`src/rtl/sobel_overlay.sv`:
```
module sobel_overlay #(
  parameter int WIDTH = 160
) (
  input  logic       clk,
  input  logic       rst_n,
  input  logic       in_valid,
  input  logic       in_sof,
  input  logic       in_eol,
  input  logic [7:0] in_pix,
  output logic       out_valid,
  output logic       out_sof,
  output logic       out_eol,
  output logic [7:0] out_pix,
  output logic       out_edge
);
  localparam int DEPTH = 2 * WIDTH + 3;
  localparam int CTR   = WIDTH + 1;
  localparam int CW    = $clog2(WIDTH);
  localparam int TAP [9] = '{2*WIDTH+2, 2*WIDTH+1, 2*WIDTH,
                             WIDTH+2,   WIDTH+1,   WIDTH,
                             2,         1,         0};

  logic [7:0]       line_q [DEPTH];
  logic [DEPTH-1:0] fill_q, tag_q;
  logic [CTR:0]     sof_q, eol_q;
  logic             ftag_q;
  logic [CW-1:0]    col_q;

  wire tag_in = in_sof ? ~ftag_q : ftag_q;
  wire [CW-1:0] col_in = in_sof ? '0 : (col_q == CW'(WIDTH-1)) ? '0 : col_q + CW'(1);

  always_ff @(posedge clk) begin
    if (!rst_n) begin
      fill_q <= '0;
      ftag_q <= 1'b0;
      col_q  <= '0;
    end else if (in_valid) begin
      fill_q <= {fill_q[DEPTH-2:0], 1'b1};
      tag_q  <= {tag_q[DEPTH-2:0], tag_in};
      sof_q  <= {sof_q[CTR-1:0], in_sof};
      eol_q  <= {eol_q[CTR-1:0], in_eol};
      ftag_q <= tag_in;
      col_q  <= col_in;
    end
  end

  always_ff @(posedge clk) begin
    if (in_valid) begin
      line_q[0] <= in_pix;
      for (int i = 1; i < DEPTH; i++) line_q[i] <= line_q[i-1];
    end
  end

  wire [CW-1:0] cx = (col_q == '0) ? CW'(WIDTH-1) : col_q - CW'(1);
  wire left_ok  = cx != '0;
  wire right_ok = cx != CW'(WIDTH-1);

  logic [7:0] u [9];
  always_comb begin
    for (int k = 0; k < 9; k++) begin
      if (fill_q[TAP[k]] && (tag_q[TAP[k]] == tag_q[CTR]) &&
          !((k % 3 == 0) && !left_ok) && !((k % 3 == 2) && !right_ok))
        u[k] = line_q[TAP[k]];
      else
        u[k] = 8'd0;
    end
  end

  logic signed [11:0] hg_w, vg_w;
  assign hg_w = ({4'd0, u[0]} + {3'd0, u[1], 1'b0} + {4'd0, u[2]})
              - ({4'd0, u[6]} + {3'd0, u[7], 1'b0} + {4'd0, u[8]});
  assign vg_w = ({4'd0, u[0]} + {3'd0, u[3], 1'b0} + {4'd0, u[6]})
              - ({4'd0, u[2]} + {3'd0, u[5], 1'b0} + {4'd0, u[8]});

  logic signed [7:0] hs1, vs1;
  logic [7:0]  p1, pix3;
  logic        v1, sof1, eol1, v2, sof2, eol2, v3, sof3, eol3, edge3, fresh_q;
  logic [15:0] sq2, wp2;

  logic signed [15:0] hsq, vsq;
  assign hsq = hs1 * hs1;
  assign vsq = vs1 * vs1;

  wire edge_w = sq2 > 16'd49;
  wire [8:0] blend_w = 9'(({1'b0, wp2} + (edge_w ? 17'd13005 : 17'd0) + 17'd128) >> 8);

  always_ff @(posedge clk) begin
    if (!rst_n) begin
      {v1, v2, v3, sof3, eol3, edge3, fresh_q} <= '0;
      pix3 <= '0;
    end else begin
      fresh_q <= in_valid;
      if (in_valid) begin
        v1   <= fill_q[CTR];
        sof1 <= sof_q[CTR];
        eol1 <= eol_q[CTR];
        p1   <= line_q[CTR];
        hs1  <= 8'(hg_w >>> 3);
        vs1  <= 8'(vg_w >>> 3);
        v2   <= v1;
        sof2 <= sof1;
        eol2 <= eol1;
        sq2  <= $unsigned(hsq) + $unsigned(vsq);
        wp2  <= 16'(p1) * 16'd205;
        v3   <= v2;
        sof3 <= sof2;
        eol3 <= eol2;
        edge3 <= edge_w;
        pix3 <= blend_w[8] ? 8'd255 : blend_w[7:0];
      end
    end
  end

  assign out_valid = fresh_q & v3;
  assign out_sof   = out_valid & sof3;
  assign out_eol   = out_valid & eol3;
  assign out_pix   = pix3;
  assign out_edge  = edge3;


  idle_hold_chk: assert property (@(posedge clk) disable iff (!rst_n)
    !in_valid |=> !out_valid);

  stall_stable_chk: assert property (@(posedge clk) disable iff (!rst_n)
    !in_valid |=> $stable(out_pix));

  edge_floor_chk: assert property (@(posedge clk) disable iff (!rst_n)
    (out_valid && out_edge) |-> (out_pix >= 8'd51));

  plain_ceiling_chk: assert property (@(posedge clk) disable iff (!rst_n)
    (out_valid && !out_edge) |-> (out_pix <= 8'd204));

  sync_valid_chk: assert property (@(posedge clk) disable iff (!rst_n)
    (out_sof || out_eol) |-> out_valid);
endmodule

```
`config.mk`:
```
export PLATFORM = sky130hd
export DESIGN_NAME = sobel_overlay
export DESIGN_NICKNAME = d
export VERILOG_FILES = /design/src/rtl/sobel_overlay.sv
export SDC_FILE = /design/constraint.sdc
export NUM_CORES = 2
export LEC_CHECK = 0
export BUFFER_PORTS_ARGS = -buffer_cell sky130_fd_sc_hd__buf_2
export CORE_MARGIN = 8
export CORE_UTILIZATION = 67
export DETAILED_ROUTE_END_ITERATION = 7
export HOLD_SLACK_MARGIN = 0.02
export PLACE_DENSITY = 0.92
export SYNTH_ARGS = -nofsm -noshare
export SYNTH_HDL_FRONTEND = slang
export SYNTH_SLANG_ARGS = --single-unit
export TNS_END_PERCENT = 100
```
`constraint.sdc`:
```
create_clock -name clk -period 41.6 [get_ports clk]
set_input_delay 4.16 -clock clk [delete_from_list [all_inputs] [get_ports clk]]
set_output_delay 4.16 -clock clk [all_outputs]
set_load 0.03 [all_outputs]
```
==> flow_summary.json <==
{
  "htreeDepth": 5,
  "final.setup.tns_ns": 0,
  "clkSlewWorstSetupHoldPaths_ns": 0.11,
  "initial_core_util_pct": 67.1,
  "end_kind": "flip-flop",
  "min_period_over_period_pct": 30.2,
  "whs_ns": 0.382,
  "drtIter0Drc": 6790,
  "max_freq_ghz": 0.0796,
  "grt_use_total_pct": 27.6,
  "place_congestion": 0.809,
  "fp.coreArea_sq_mm": 0.180,
  "ant_nets": 0,
  "met3WireLength_mm": 19.2,
  "die_h_um": 441,
  "first_pass_iters": 7,
  "critPathKind": "in2reg",
  "rows": 156,
  "vias_per_cell": 6.12,
  "cp_data_arrival_time_ns": 13.08,
  "r2r_start": "col_q[0]",
  "worstPathRequired_ns": 42.12,
  "layout_commonest_cell": "edfxtp_1",
  "cp_common_cell": "buf_4",
  "leakage_nw": 47.4,
  "dp.final_hpwl_mm": 125,
  "vias": 51300,
  "grt_max_degree": 227,
  "cap_viol_max_count": 0,
  "seq_area_frac_synth_pct": 87.5,
  "netlist_area_sq_mm": 0.121,
  "skew_ns": 0.0930,
  "die_w_um": 441,
  "area_delta_synth_final_pct": 11.4,
  "crit_start": "in_valid",
  "finalHoldViolations": 0,
  "finalCriticalPeriod_ns": 12.56,
  "synthArstFlopShare_pct": 0,
  "reg2regPathDepth": 22,
  "synth_area_leaders": "edfxtp_1 (82%), dfxtp_1 (5.7%), fa_1 (3.0%)",
  "postCtsSetupBuffers": 0,
  "drc": 0,
  "grt_overflow": 0,
  "status": "finished, final reports clean",
  "wl_met1_mm": 88.2,
  "synthFlopType": "edfxtp_1",
  "finalSetupViolCount": 0,
  "grt_pass1_vias": 53100,
  "min_path_type": "reg2reg",
  "dieArea_sq_mm": 0.194,
  "critical_path_buf_inv_count": 9,
  "rr_endpoint": "hs1[6]",
  "met2WireLength_mm": 142,
  "cp-endpoint": "line_q[0][520]",
  "insertion_delay_ns": 0.98,
  "antenna_found_initial": 15,
  "synth-seq-cells": 3634,
  "synth_nets": 5793,
  "syn_area_per_cell_sq_um": 22.1,
  "highest_layer": "met5",
  "grt_pass1_wl_mm": 380,
  "ios": 25,
  "ys_types": 63,
  "worst_path_max_delay_cell": "buf_4",
  "relSlewSlack_pct": 3.46,
  "cts_buffer_depth": 4,
  "peakVddDrop_uv": 266,
  "clock-root-buffer": "clkbuf_16",
  "critical_path.max_stage_delay_ns": 1.09,
  "synth_enable_flop_cells": 3290,
  "drive_above_1_share_pct": 9.03,
  "numCtsBuffers": 331,
  "cp_top_family": "buffers and inverters",
  "synth_top_area_cell": "edfxtp_1",
  "cts_sinks": 3634,
  "wl_per_cell_um": 32.0,
  "syn_inst": 5457,
  "yosysTopAreaCellShare_pct": 81.8,
  "crit_chain": "buf_12 -> buf_12 -> buf_4 -> buf_12 -> buf_4 -> buf_4 -> buf_4 -> buf_12 -> buf_4",
  "rsz0062_at_grt": "no",
  "crit_fanout": 226,
  "drt-total-wl_mm": 268,
  "final_cell_mix": "edfxtp_1 (3290), nor2b_1 (349), dfxtp_1 (344)",
  "hold_buffers": 0,
  "cp-start-kind": "input port",
  "ff2ff_setup_slack_ns": 34.40,
  "ys_warn_count": 0,
  "worst_slew_pin_slew_ns": 1.45,
  "port_buffers": 24,
  "cts-resized-gates": 0,
  "num-nets-final": 6091,
  "cp.depth": 9,
  "slew_violations": 0,
  "power_density_mw_per_mm2": 70.4,
  "power_mw": 9.47,
  "tritoncts": "yes"
}
## final cells by class
class / count / area [sq um]
antenna: 8 / 20.0
tap: 2370 / 2970
multi-input combinational: 1434 / 13600
sequential: 3634 / 106000
fill: 8754 / 45400
inverter: 293 / 1100
timing repair buffer: 61 / 514
clock inverter: 179 / 1890
clock buffer: 398 / 8790
## cells in the mapped netlist, types with 28 or more instances
cell      instances
fa_1            183
nor2_1           31
ha_1            140
nor2b_1         349
xnor2_1          57
dfxtp_1         344
nand2_1          72
buf_1            28
clkbuf_1         66
and3_1           29
and2_1           66
edfxtp_1       3290
inv_1           293
mux2i_1         326
## worst min path at each step
stage,to,cells after the start,slack [ns],start
detailed placement,eol_q[126],0,0.40,eol_q[125]
global route,line_q[0][142],0,0.39,line_q[0][134]
CTS,line_q[0][225],0,0.39,line_q[0][217]
floorplan,eol1,0,0.40,eol_q[161]
global placement,line_q[1][238],0,0.40,line_q[1][230]
finish,line_q[2][378],0,0.38,line_q[2][370]
## sequential cells by signal, summed over array words and instances (netlist names), 15 cells and up
register,count
wp2,16
eol_q,162
sq2,15
line_q,2584
sof_q,162
tag_q,323
fill_q,323
## per-layer routing
metal	vias to the layer above	GRT usage (%)
met5	-	0
met4	16	14.1
met3	979	5.30
met2	3190	50.1
met1	26100	31.2
li1	21000	-
## where the power goes
part	internal [mW]	total, mW	switching (mW)
Combinational	0.805	1.85	1.05
Sequential	4.29	4.40	0.113
Clock	1.75	3.21	1.46
Total	6.85	9.47	2.62
## worst reg2reg max path, delay by kind of cell (launching register included)
kind | cells | cell delay [ns]
buf+inv | 4 | 0.41
fa+ha+maj | 5 | 2.17
flops | 1 | 0.48
compound gates | 8 | 2.31
simple gates | 5 | 1.68
## cell families after synthesis
kind of cell | after synthesis | share of synthesized area, %
multiplexers | 326 | 2.70
flip-flops | 3634 | 87.5
adder cells (fa/ha/maj) | 323 | 4.48
AND/OR/NAND/NOR | 596 | 2.88
buffers and inverters | 389 | 1.22
AO/OA/AOI/OAI | 116 | 0.662
XOR/XNOR | 73 | 0.530
## through the flow
stage	utilization, %	area [sq um]	cells	setup slack (ns)
2_1_floorplan	-	121000	5457	19.57
5_1_grt	74.8	135000	8372	28.87
3_5_place_dp	68.8	124000	7791	28.58
4_1_cts	74.7	135000	8368	29.30
6_report	74.8	135000	8377	29.04
3_3_place_gp	68.8	124000	7791	29.44
Power figures use the tool's default switching activity.
